File: config.mk
export PLATFORM = sky130hd
export DESIGN_NAME = chgirq_ctrl
export DESIGN_NICKNAME = d
export VERILOG_FILES = /design/src/rtl/chgirq_pkg.sv /design/src/rtl/chgirq_cfg.sv /design/src/rtl/chgirq_detect.sv /design/src/rtl/chgirq_latch.sv /design/src/rtl/chgirq_fsm.sv /design/src/rtl/chgirq_ctrl.sv
export SDC_FILE = /design/constraint.sdc
export NUM_CORES = 1
export LEC_CHECK = 0
export BUFFER_PORTS_ARGS = -buffer_cell sky130_fd_sc_hd__buf_4
export CAP_MARGIN = 20
export CORE_MARGIN = 2
export CORE_UTILIZATION = 37
export CTS_CLUSTER_DIAMETER = 60
export CTS_CLUSTER_SIZE = 14
export DETAILED_ROUTE_END_ITERATION = 10
export SYNTH_ARGS = -nofsm -noshare
export SYNTH_HDL_FRONTEND = slang
export SYNTH_SLANG_ARGS = --single-unit
File: constraint.sdc
create_clock -name clk -period 1.45 [get_ports clk]
set_input_delay 0.145 -clock clk [delete_from_list [all_inputs] [get_ports clk]]
set_output_delay 0.145 -clock clk [all_outputs]
set_load 0.05 [all_outputs]
File: src/rtl/chgirq_pkg.sv
package chgirq_pkg;
    typedef enum logic {
        ST_IDLE    = 1'b0,
        ST_PENDING = 1'b1
    } irq_state_e;
endpackage

File: src/rtl/chgirq_cfg.sv
module chgirq_cfg #(
    parameter int NCH = 8,
    parameter int GRP = 4,
    localparam int NGRP = NCH / GRP
) (
    input  logic            clk,
    input  logic            rst_n,
    input  logic            en_wr,
    input  logic [NCH-1:0]  en_wdata,
    input  logic [NGRP-1:0] grp_input,
    output logic [NCH-1:0]  en_mask,
    output logic [NCH-1:0]  in_mask
);
    always_ff @(posedge clk or negedge rst_n) begin
        if (!rst_n)     en_mask <= '0;
        else if (en_wr) en_mask <= en_wdata;
    end

    for (genvar g = 0; g < NGRP; g++) begin : g_grp
        assign in_mask[g*GRP +: GRP] = {GRP{grp_input[g]}};
    end
endmodule

File: src/rtl/chgirq_detect.sv
module chgirq_detect #(
    parameter int NCH = 8
) (
    input  logic           clk,
    input  logic           rst_n,
    input  logic [NCH-1:0] q_in,
    input  logic [NCH-1:0] en_mask,
    input  logic [NCH-1:0] in_mask,
    output logic [NCH-1:0] elig
);
    logic [NCH-1:0] q_prev;

    always_ff @(posedge clk or negedge rst_n) begin
        if (!rst_n) q_prev <= '0;
        else        q_prev <= q_in;
    end

    always_comb elig = (q_in ^ q_prev) & en_mask & in_mask;


    elig_gated_chk: assert property (@(posedge clk) disable iff (!rst_n)
        ((elig & ~(en_mask & in_mask)) == '0));


    steady_quiet_chk: assert property (@(posedge clk) disable iff (!rst_n)
        $stable(q_in) |=> ((elig & ~(q_in ^ $past(q_in))) == '0));
endmodule

File: src/rtl/chgirq_latch.sv
module chgirq_latch #(
    parameter int NCH = 8
) (
    input  logic           clk,
    input  logic           rst_n,
    input  logic [NCH-1:0] elig,
    input  logic           clr,
    output logic [NCH-1:0] flags
);
    always_ff @(posedge clk or negedge rst_n) begin
        if (!rst_n) flags <= '0;
        else        flags <= (clr ? '0 : flags) | elig;
    end


    clr_empty_chk: assert property (@(posedge clk) disable iff (!rst_n)
        (clr && elig == '0) |=> (flags == '0));


    new_wins_chk: assert property (@(posedge clk) disable iff (!rst_n)
        (elig != '0) |=> ((flags & $past(elig)) == $past(elig)));


    hold_chk: assert property (@(posedge clk) disable iff (!rst_n)
        !clr |=> (($past(flags) & ~flags) == '0));


    no_spurious_chk: assert property (@(posedge clk) disable iff (!rst_n)
        1'b1 |=> ((flags & ~$past(flags) & ~$past(elig)) == '0));
endmodule

File: src/rtl/chgirq_fsm.sv
module chgirq_fsm
    import chgirq_pkg::*;
(
    input  logic clk,
    input  logic rst_n,
    input  logic any_new,
    input  logic clr,
    output logic irq_n
);
    irq_state_e state, state_nx;

    always_comb begin
        state_nx = state;
        unique case (state)
            ST_IDLE:    if (any_new)         state_nx = ST_PENDING;
            ST_PENDING: if (clr && !any_new) state_nx = ST_IDLE;
            default:                         state_nx = ST_IDLE;
        endcase
    end

    always_ff @(posedge clk or negedge rst_n) begin
        if (!rst_n) state <= ST_IDLE;
        else        state <= state_nx;
    end

    always_comb irq_n = (state != ST_PENDING);


    raise_chk: assert property (@(posedge clk) disable iff (!rst_n)
        any_new |=> !irq_n);
endmodule

File: src/rtl/chgirq_ctrl.sv
module chgirq_ctrl #(
    parameter int NCH = 8,
    parameter int GRP = 4,
    localparam int NGRP = NCH / GRP
) (
    input  logic            clk,
    input  logic            rst_n,
    input  logic [NCH-1:0]  q_in,
    input  logic [NGRP-1:0] grp_input,
    input  logic            en_wr,
    input  logic [NCH-1:0]  en_wdata,
    input  logic            ctl2_wr,
    input  logic            ctl2_clr,
    output logic [NCH-1:0]  en_mask,
    output logic [NCH-1:0]  irq_flags,
    output logic            irq_n
);
    logic [NCH-1:0] in_mask;
    logic [NCH-1:0] elig;
    logic           clr;

    assign clr = ctl2_wr & ctl2_clr;

    chgirq_cfg #(.NCH(NCH), .GRP(GRP)) u_cfg (
        .clk(clk), .rst_n(rst_n), .en_wr(en_wr), .en_wdata(en_wdata),
        .grp_input(grp_input), .en_mask(en_mask), .in_mask(in_mask)
    );

    chgirq_detect #(.NCH(NCH)) u_detect (
        .clk(clk), .rst_n(rst_n), .q_in(q_in), .en_mask(en_mask),
        .in_mask(in_mask), .elig(elig)
    );

    chgirq_latch #(.NCH(NCH)) u_latch (
        .clk(clk), .rst_n(rst_n), .elig(elig), .clr(clr), .flags(irq_flags)
    );

    chgirq_fsm u_fsm (
        .clk(clk), .rst_n(rst_n), .any_new(|elig), .clr(clr), .irq_n(irq_n)
    );


    line_matches_flags_chk: assert property (@(posedge clk) disable iff (!rst_n)
        irq_n == (irq_flags == '0));


    mask_load_chk: assert property (@(posedge clk) disable iff (!rst_n)
        en_wr |=> (en_mask == $past(en_wdata)));
endmodule

==> results by group <==
Yosys
  • YS warnings: 0
  • Synthesized cell area: 935 um2
  • #FFs+latches synth: 25
  • Gate Count Post-Synth: 63
  • Synth cell types: 17
  • Seq/Total Area, Yosys: 66.9%
  • Mapped Nets: 86
  • Syn avg cell area: 14.8 um2

Clock tree
  • CTS root buf: clkbuf_4
  • Htree depth: 1
  • Setup repair bufs after CTS: 0
  • CTS tree: built
  • Clock tree buffer depth: 2
  • TritonCTS buffer count: 3
  • Worst-path clk slew: 140 ps
  • Worst-skew pair later-pin latency: 330 ps
  • Sink Count: 25

Timing
  • Final worst slack: 232 ps
  • Clock Skews: 7.67 ps
  • Slew @ Worst Pin: 338 ps
  • Max-slew headroom: 77.4%
  • Period utilization: 84.0%
  • Final Max Slew Viols: 0
  • Max Clock Freq: 821 MHz
  • Unrepaired setup endpoints after global routing: no
  • Post-layout min period: 1220 ps
  • Final setup TNS: 0 ps
  • Final hold vios: 0
  • Setup-failing EPs final: 0

Placed design
  • Pre-CTS setup slack: 320 ps
  • Routability cong.: 0.667
  • I/O Buffers: 39
  • Dpl hpwl: 1.45 mm

Pwr
  • Switching Power: 0.000598 W
  • Sequential Power Share: 49.0%
  • Int Power: 0.00108 W
  • Tot Pwr: 0.00168 W
  • Leak pwr: 0.680 nW
  • Worst IR drop on VDD: 0.000663 V
  • Switch share: 35.7%
  • Logic gate share of total power: 31.9%
  • P per Cell Area: 1220 nW/um2
  • Clock Power Share: 19.0%

Layout
  • Nets@finish: 138
  • Layout area overhead: 47.4%
  • Seq. cell area: 626 um2
  • Layout Utilization: 56.6%
  • FILL cells: 227
  • Fraction of layout cells with a size suffix above 1: 38.6%
  • Footprint of the multi-input gates: 300 um2
  • Antenna diode count: 0

Die
  • Initial Util: 38.4%
  • I/O pin cnt: 40
  • Die height: 54.3 um
  • Chip width: 54.3 um
  • Die area: 2940 um2
  • Site Rows: 18
  • Floorplan core area: 2430 um2

Detailed routing
  • DR WL met2: 977 um
  • Via density: 4.80
  • Antenna-violating nets left: 0
  • Routed WL: 1.93 mm
  • DR pass1 iterations: 4
  • Max Used Layer: met4
  • Metal3 WL: 86 um
  • DRC Markers: 0
  • Routed len/inst: 13.4 um
  • Wl on met1: 815 um
  • Via count: 691
  • Initial DRC Count: 4

Flow run
  • Max_cap viols: 0

GRT
  • Vias in the first global route: 644
  • Total track usage: 14.6%
  • Total global routing overflow: 0
  • Initial antenna violation count: 0
  • First-pass GRT wire length: 2.95 mm
  • Largest net degree at the start of global routing: 26

Run status
  • Status: complete, no violations

Critical path
  • Critical path type: in2reg
  • Startpoint Class: input pin
  • Critical Path Sink Type: flop
  • Slowest stage delay, CP: 540 ps
  • Worst-path fanout max: 2
  • Worst EP arrival: 1430 ps
  • Critical Path RT: 1660 ps
  • CP max stage cell: dlygate4sd3_1
  • Critical path, cell by cell: dlygate4sd3_1 -> buf_4 -> xor2_1 -> a22o_1 -> o21ai_1 -> nand4_1

Hold path
  • HP Class: in2reg
## per-layer routing
metal / vias to the layer above / track usage (%)
li1: 327 / -
met1: 339 / 19.2
met2: 21 / 23.3
met3: 4 / 2.46
met4: 0 / 7.50
met5: - / 0
## registers in the layout, indices dropped and copies added (netlist names)
name,flops
u_cfg.en_mask,8
u_fsm.state,1
u_latch.flags,8
u_detect.q_prev,8
## per-stage QoR
| step | hold WS [ps] | instance area, um2 | cells |
|---|---|---|---|
| detailed placement | 64.4 | 1260 | 131 |
| CTS | 18.5 | 1380 | 144 |
| global route | 4.69 | 1380 | 144 |
| global placement | 66.3 | 1260 | 131 |
| floorplan | -151 | 935 | 63 |
| finish | 18.1 | 1380 | 144 |
## area by class of cell
type / count / share of cell area [%]
Tap cell: 30 / 2.72
Clock inverter: 1 / 0.363
Inverter: 1 / 0.272
Timing Repair Buffer: 48 / 27.8
Clock buffer: 3 / 1.63
Sequential cell: 25 / 45.4
Multi-Input combinational cell: 36 / 21.8
## power groups by stage
stage	clock [W]	combinational, W	sequential [W]
after floorplan	0	0.000108	0.00105
after global placement	0	0.000519	0.000834
after detailed placement	0	0.000523	0.000838
after CTS	0.000330	0.000543	0.000824
after global routing	0.000353	0.000571	0.000832
final	0.000319	0.000535	0.000822
## cell usage after synthesis
library cell	number	area, um2
nand3_1	1	5.00
o21ai_1	1	5.00
xor2_1	8	70.1
a32o_2	1	11.3
and2_1	2	12.5
a22o_1	4	35.0
a21o_1	1	7.51
dfrtp_1	25	626
mux2_1	8	90.1
buf_2	1	5.00
nand4_1	1	6.26
nand2_1	3	11.3
o21ai_0	1	5.00
a32o_1	3	30.0
a21oi_1	1	5.00
inv_1	1	3.75
and3_1	1	6.26
## cell usage in the layout, fill, tap and decap left out, drive strengths merged
cell	n
buf	39
dfrtp	25
dlygate4sd3	9
xor2	8
mux2	8
a22o	4
a32o	4
nand2	3
clkbuf	3
and2	2
o21ai	2
nand3	1
and3	1
a21o	1
inv	1
a21oi	1
nand4	1
clkinv	1
## final timing paths
path	from	end	slack, ps	cells past startpoint
max	q_in[1]	u_fsm.state$_DFF_PN0_	230	6
min	en_wdata[3]	u_cfg.en_mask[3]$_DFFE_PN0P_	20	2
max reg2reg	u_detect.q_prev[1]$_DFF_PN0_	u_fsm.state$_DFF_PN0_	300	4
min reg2reg	u_latch.flags[4]$_DFF_PN0_	u_latch.flags[4]$_DFF_PN0_	500	1
max in group asynchronous	rst_n	u_detect.q_prev[6]$_DFF_PN0_	980	2
min in group asynchronous	rst_n	u_latch.flags[7]$_DFF_PN0_	230	2
## logic make-up (layout without fill, tap and decap cells)
group                     count (synthesis)  after routing  share of synthesized area, %
DFF                                      25             25                          66.9
AOI/OAI and AO/OA                        12             12                          10.6
xor gates and xnor gates                  8              8                          7.50
muxes                                     8              8                          9.64
and+or+nand+nor                           8              8                          4.42
buffers and inverters                     2             53                         0.936
## worst max-delay path, delay by kind of cell
kind | cells | cell delay, ps
compound gates | 2 | 360
buf+inv | 2 | 680
xor+xnor | 1 | 150
simple gates | 1 | 100
## repair_timing
item,4_1_cts,5_1_grt
endpoints found under the hold margin,33,0
gates resized for setup,0,0
hold buffers,9,0
(Power assumes the default switching activity.)
